==> config.mk <==
export PLATFORM = sky130hd
export DESIGN_NAME = pwm_tsel_bank
export DESIGN_NICKNAME = d
export VERILOG_FILES = /design/src/rtl/pwm_pkg.sv /design/src/rtl/pwm_chan_regs.sv /design/src/rtl/pwm_tmr_pick.sv /design/src/rtl/pwm_duty_core.sv /design/src/rtl/pwm_tsel_bank.sv
export SDC_FILE = /design/constraint.sdc
export NUM_CORES = 1
export LEC_CHECK = 0
export BUFFER_PORTS_ARGS = -buffer_cell sky130_fd_sc_hd__buf_2
export CAP_MARGIN = 20
export CORE_UTILIZATION = 50
export DETAILED_ROUTE_END_ITERATION = 10
export GPL_TIMING_DRIVEN = 0
export PLACE_DENSITY = 0.73
export SETUP_SLACK_MARGIN = 0.05
export SYNTH_ARGS = -nofsm -noshare
export SYNTH_HDL_FRONTEND = slang
export SYNTH_SLANG_ARGS = --single-unit
==> constraint.sdc <==
create_clock -name clk -period 2.14 [get_ports clk]
set_clock_uncertainty 0.2 [all_clocks]
set_input_delay 0.214 -clock clk [delete_from_list [all_inputs] [get_ports clk]]
set_output_delay 0.214 -clock clk [all_outputs]
set_load 0.01 [all_outputs]
==> src/rtl/pwm_pkg.sv <==
`timescale 1ns / 1ps
package pwm_pkg;
  typedef enum logic [1:0] {
    REG_CTRL = 2'd0,
    REG_DLO  = 2'd1,
    REG_DHI  = 2'd2,
    REG_TSEL = 2'd3
  } reg_addr_e;

  localparam int          CTRL_EN_BIT   = 7;
  localparam int          CTRL_STAT_BIT = 5;
  localparam int          CTRL_FMT_BIT  = 4;
  localparam logic [3:0]  MODE_PWM      = 4'hF;

  typedef struct packed {
    logic       en;
    logic       fmt;
    logic [3:0] mode;
  } ctrl_t;
endpackage

==> src/rtl/pwm_chan_regs.sv <==
`timescale 1ns / 1ps
module pwm_chan_regs
  import pwm_pkg::*;
#(
  parameter int SEL_W = 2
) (
  input  logic             clk,
  input  logic             rst,
  input  logic             wr,
  input  logic [1:0]       addr,
  input  logic [7:0]       data,
  output ctrl_t            ctrl,
  output logic [7:0]       dlo,
  output logic [7:0]       dhi,
  output logic [SEL_W-1:0] tsel
);
  always_ff @(posedge clk) begin
    if (rst) begin
      ctrl <= '0;
      dlo  <= '0;
      dhi  <= '0;
      tsel <= '0;
    end else if (wr) begin
      case (reg_addr_e'(addr))
        REG_CTRL: begin
          ctrl.en   <= data[CTRL_EN_BIT];
          ctrl.fmt  <= data[CTRL_FMT_BIT];
          ctrl.mode <= data[3:0];
        end
        REG_DLO:  dlo  <= data;
        REG_DHI:  dhi  <= data;
        REG_TSEL: tsel <= data[SEL_W-1:0];
        default:  ;
      endcase
    end
  end
endmodule

==> src/rtl/pwm_tmr_pick.sv <==
`timescale 1ns / 1ps
module pwm_tmr_pick #(
  parameter int TMR_N = 3,
  parameter int EXT_W = 10,
  parameter int SEL_W = 2
) (
  input  logic [SEL_W-1:0]       tsel,
  input  logic [TMR_N*EXT_W-1:0] tmr_ext,
  input  logic [TMR_N-1:0]       tmr_wrap,
  output logic [EXT_W-1:0]       ext,
  output logic                   wrap,
  output logic                   valid
);
  // Code 0 is reserved; code k+1 picks timer k.
  logic [TMR_N-1:0] hit;

  for (genvar t = 0; t < TMR_N; t++) begin : g_hit
    assign hit[t] = (tsel == SEL_W'(t + 1));
  end

  always_comb begin
    ext   = '0;
    wrap  = 1'b0;
    valid = 1'b0;
    for (int t = 0; t < TMR_N; t++) begin
      if (hit[t]) begin
        ext   = tmr_ext[t*EXT_W +: EXT_W];
        wrap  = tmr_wrap[t];
        valid = 1'b1;
      end
    end
  end
endmodule

==> src/rtl/pwm_duty_core.sv <==
`timescale 1ns / 1ps
module pwm_duty_core #(
  parameter int EXT_W = 10
) (
  input  logic             clk,
  input  logic             rst,
  input  logic             act,
  input  logic             wrap,
  input  logic [EXT_W-1:0] ext,
  input  logic             fmt,
  input  logic [7:0]       dlo,
  input  logic [7:0]       dhi,
  output logic             pwm_q,
  output logic             first_q,
  output logic [EXT_W-1:0] duty_act
);
  localparam int PAIR_W = 16;

  logic [PAIR_W-1:0] pair;
  logic [EXT_W-1:0]  duty_dec;

  assign pair     = {dhi, dlo};
  assign duty_dec = fmt ? pair[PAIR_W-1 -: EXT_W] : pair[EXT_W-1:0];

  always_ff @(posedge clk) begin
    if (rst) begin
      duty_act <= '0;
      first_q  <= 1'b0;
      pwm_q    <= 1'b0;
    end else begin
      if (wrap) duty_act <= duty_dec;
      first_q <= wrap & act;
      if (!act)                  pwm_q <= 1'b0;
      else if (first_q)          pwm_q <= (duty_act != '0);
      else if (ext == duty_act)  pwm_q <= 1'b0;
    end
  end
endmodule

==> src/rtl/pwm_tsel_bank.sv <==
`timescale 1ns / 1ps
module pwm_tsel_bank
  import pwm_pkg::*;
#(
  parameter int NCH   = 2,
  parameter int TMR_N = 3,
  parameter int CNT_W = 8,
  parameter int SUB_W = 2,
  localparam int EXT_W = CNT_W + SUB_W,
  localparam int SEL_W = $clog2(TMR_N + 1),
  localparam int CH_W  = (NCH > 1) ? $clog2(NCH) : 1
) (
  input  logic                   clk,
  input  logic                   rst,
  input  logic                   wr_en,
  input  logic [CH_W-1:0]        wr_ch,
  input  logic [1:0]             wr_addr,
  input  logic [7:0]             wr_data,
  input  logic [CH_W-1:0]        rd_ch,
  input  logic [1:0]             rd_addr,
  output logic [7:0]             rd_data,
  input  logic [TMR_N*EXT_W-1:0] tmr_ext,
  input  logic [TMR_N-1:0]       tmr_wrap,
  output logic [NCH-1:0]         pwm_out
);
  localparam int RB_N = 2 ** CH_W;

  logic [NCH-1:0]            ch_act;
  logic [NCH-1:0]            ch_wrap;
  logic [NCH-1:0]            ch_first;
  logic [NCH-1:0][EXT_W-1:0] ch_ext;
  logic [NCH-1:0][EXT_W-1:0] ch_duty;
  logic [7:0]                rbyte [RB_N];

  for (genvar c = 0; c < NCH; c++) begin : g_ch
    ctrl_t            ctrl_c;
    logic [7:0]       dlo_c;
    logic [7:0]       dhi_c;
    logic [SEL_W-1:0] tsel_c;
    logic             valid_c;
    logic [7:0]       byte_c;

    pwm_chan_regs #(.SEL_W(SEL_W)) u_regs (
      .clk  (clk),
      .rst  (rst),
      .wr   (wr_en && (wr_ch == CH_W'(c))),
      .addr (wr_addr),
      .data (wr_data),
      .ctrl (ctrl_c),
      .dlo  (dlo_c),
      .dhi  (dhi_c),
      .tsel (tsel_c)
    );

    pwm_tmr_pick #(.TMR_N(TMR_N), .EXT_W(EXT_W), .SEL_W(SEL_W)) u_pick (
      .tsel     (tsel_c),
      .tmr_ext  (tmr_ext),
      .tmr_wrap (tmr_wrap),
      .ext      (ch_ext[c]),
      .wrap     (ch_wrap[c]),
      .valid    (valid_c)
    );

    assign ch_act[c] = ctrl_c.en && (ctrl_c.mode == MODE_PWM) && valid_c;

    pwm_duty_core #(.EXT_W(EXT_W)) u_core (
      .clk      (clk),
      .rst      (rst),
      .act      (ch_act[c]),
      .wrap     (ch_wrap[c]),
      .ext      (ch_ext[c]),
      .fmt      (ctrl_c.fmt),
      .dlo      (dlo_c),
      .dhi      (dhi_c),
      .pwm_q    (pwm_out[c]),
      .first_q  (ch_first[c]),
      .duty_act (ch_duty[c])
    );

    always_comb begin
      case (reg_addr_e'(rd_addr))
        REG_CTRL: byte_c = {ctrl_c.en, 1'b0, pwm_out[c], ctrl_c.fmt, ctrl_c.mode};
        REG_DLO:  byte_c = dlo_c;
        REG_DHI:  byte_c = dhi_c;
        default:  byte_c = {{(8-SEL_W){1'b0}}, tsel_c};
      endcase
    end

    assign rbyte[c] = byte_c;
  end

  for (genvar c = NCH; c < RB_N; c++) begin : g_pad
    assign rbyte[c] = 8'h00;
  end

  always_ff @(posedge clk) begin
    if (rst) rd_data <= 8'h00;
    else     rd_data <= rbyte[rd_ch];
  end
endmodule

==> metrics.cfg <==
[run_status]
status = completed

[synthesis]
ys_seq_area_frac = 0.369
netlist_area_um2 = 4340
synth.most_common_cell = dfxtp_1
synth_top_area_cell = dfxtp_1
ys.warnings.count = 0
syn_nets = 551
synth_flop_cell = dfxtp_1
synth_common_cells = dfxtp_1, mux2i_1, nand2_1
synth_edf_count = 0
synth_area_leaders = dfxtp_1, mux2i_1, nand2_1
synth-seq-cells = 80
avgSynthCellArea_um2 = 8.67
synth_top_area_share = 0.369
synth.distinct_cells = 51
synth-async-reset-ratio = 0
syn-instance-count = 501

[critical_path]
max_stage_delay_ps = 330
rrSetupSlack_ps = 190
required_ps = 2190
worst-path-buf-inv = 1
crit_path_start = g_ch[1].u_regs.tsel[1]
path_max_fanout = 8
r2r-start = g_ch[1].u_regs.tsel[1]
cpLargestDelayFamily = multiplexers
critical_path.cell_chain = buf_6, mux2i_1, mux2_2, nor2_1, nor4_2, nand4_1, a32o_1
cp_slowest_cell = dfxtp_1
endpoint_kind = flop
crit_arrival_ps = 2000
r2r_cells = 7
critPathKind = flop to flop
crit_path_start_kind = flop
r2r_end = g_ch[1].u_core.pwm_q

[die]
io_pins = 60
fp.dieW_um = 95.2
rows = 33
core-area_um2 = 8300
die_y_um = 95.2
initial_utilization = 0.523
die_area_um2 = 9060

[timing]
finalSetupTns_ps = 0
rsz0062_at_grt = no
finalSetupViolations = 0
slew_headroom = 0.520
fin_crit_ps = 1950
hold_viol_final = 0
worst_pin_slew_ps = 716
drv_slew = 0
fin_crit_sh = 0.911
fmax_ghz = 0.513

[final_layout]
regArea_um2 = 1600
multi_input_area_um2 = 2570
fin_nets = 622
nFillCells = 770
num_antenna_cells = 0
area_growth_syn_to_layout_pct = 15.9
fin_util = 0.607
drive_gt1_frac = 0.177

[grt]
grt_pass1_wl_um = 19000
grt_use_total = 0.280
grt_util_met3 = 0.0319
grt_use_met2 = 0.461
grtUsageMet1 = 0.367
grt_max_degree = 14
antenna_found_initial = 0
busiest_layer = met2
grt-ovfl-total = 0
grt_pass1_vias = 3689

[worst_hold_path]
whs_path_depth = 3
hold_end = g_ch[0].u_regs.dhi[0]
min_from = wr_data[0]
hp-class = input port to flop

[drt]
wl_per_cell_um = 18.0
drt-total-wl_um = 12200
route.detailed.drc = 0
ant_nets = 0
first_pass_iters = 5
dr_total_vias = 4021
drt_iter0_markers = 185
via_per_inst = 5.90

[pwr]
p_per_area_nw_per_um2 = 627
p_leak_nw = 1.84
ir_drop_v = 0.000401

[placement]
io_buffers = 53
post-dp-hpwl_um = 9150
place.gp.congestion = 0.935

[cts]
clockRootBuffer = clkbuf_8
cts.clk_slew.worst_paths_ps = 80
clock_latency_ps = 360
htree_levels = 3
cts.sinks = 80
cts_tree = built
cts_buffers = 9
cts_setup_buffers = 0
clockBufferDepth = 2

[job]
maxCapViolations = 0

[worst min-delay path: cells and delay by family]
family                 cells  cell delay (ps)
buffers and inverters      1              190
and+or+nand+nor            1              110
AOI/OAI and AO/OA          1               60
[metrics by stage]
stage               instance area [um^2]  hold slack, ps  power (mW)  cells  setup WS (ps)
global placement                    4740             238        1.96    659            219
floorplan                           4340             150        1.82    501            349
finish                              5030            61.7        3.15    681            191
global route                        5030            66.9        3.26    681           64.7
detailed placement                  4740             241        1.97    659            171
CTS                                 5020            54.6        3.15    681           81.0
[per-layer routing]
metal,vias to the layer above,routed length (um)
met2,191,5700
met5,-,0
li1,1937,-
met4,0,338
met1,1862,5400
met3,31,809
[registers in the layout (all words and copies together) (netlist names)]
name and cells:
g_ch.u_core.first_q 2, g_ch.u_core.pwm_q 2, g_ch.u_core.duty_act 20, rd_data 8, g_ch.u_regs.tsel 4, g_ch.u_regs.dhi 16
g_ch.u_regs.dlo 16, g_ch.u_regs.ctrl 12
[final cells by class]
type                            instances  share of cell area
Sequential cell                        80               0.318
Tap cell                              105              0.0261
Buffer                                 37              0.0370
Clock inverter                          5              0.0164
Timing Repair Buffer                   60              0.0666
Clock buffer                           10              0.0253
Inverter                                1            0.000746
Multi-Input combinational cell        383               0.510
[how the worst max path moves through the flow]
stage                            to  slack (ps)  depth (start not counted)
3_3_place_gp   g_ch[1].u_core.pwm_q         220                          8
6_report       g_ch[1].u_core.pwm_q         190                          7
2_1_floorplan  g_ch[1].u_core.pwm_q         350                          7
3_5_place_dp   g_ch[1].u_core.pwm_q         170                          6
4_1_cts        g_ch[1].u_core.pwm_q          80                          6
5_1_grt        g_ch[1].u_core.pwm_q          60                          8
[power by group]
| group | switching (mW) | total (mW) | internal, mW |
|---|---|---|---|
| sequential | 0.0344 | 1.56 | 1.52 |
| combinational | 0.231 | 0.398 | 0.167 |
| clock | 0.547 | 1.20 | 0.653 |
| total | 0.812 | 3.15 | 2.34 |
[placed cells by master, fill, tap and decap left out, types with 4 or more instances in the layout]
cell type	instances
clkbuf_8	9
nor2b_1	5
xnor2_1	7
o21ai_0	12
nand3_1	6
nand2b_1	5
nor4bb_1	4
nand4_1	7
dfxtp_1	80
a21oi_1	44
clkbuf_1	21
a211oi_1	23
mux2i_1	75
and3_1	5
a22oi_1	5
xor2_1	15
nor2_1	60
dlygate4sd3_1	7
buf_2	64
mux4_2	4
o211ai_1	5
nand2_1	65
[kinds of logic (layout without fill, tap and decap cells)]
family	after synthesis	after routing	share of synthesized area
buffers and inverters	38	113	0.0429
XOR/XNOR	22	22	0.0444
flip-flops	80	80	0.369
AND/OR/NAND/NOR	169	169	0.178
AO/OA/AOI/OAI	109	109	0.162
multiplexers	83	83	0.204
[what timing repair did]
action	CTS	global route
hold buffers	7	0
resized for setup	0	3
endpoints found under the setup margin	0	1
hold endpoints to repair	21	0
(Power assumes the default switching activity.)
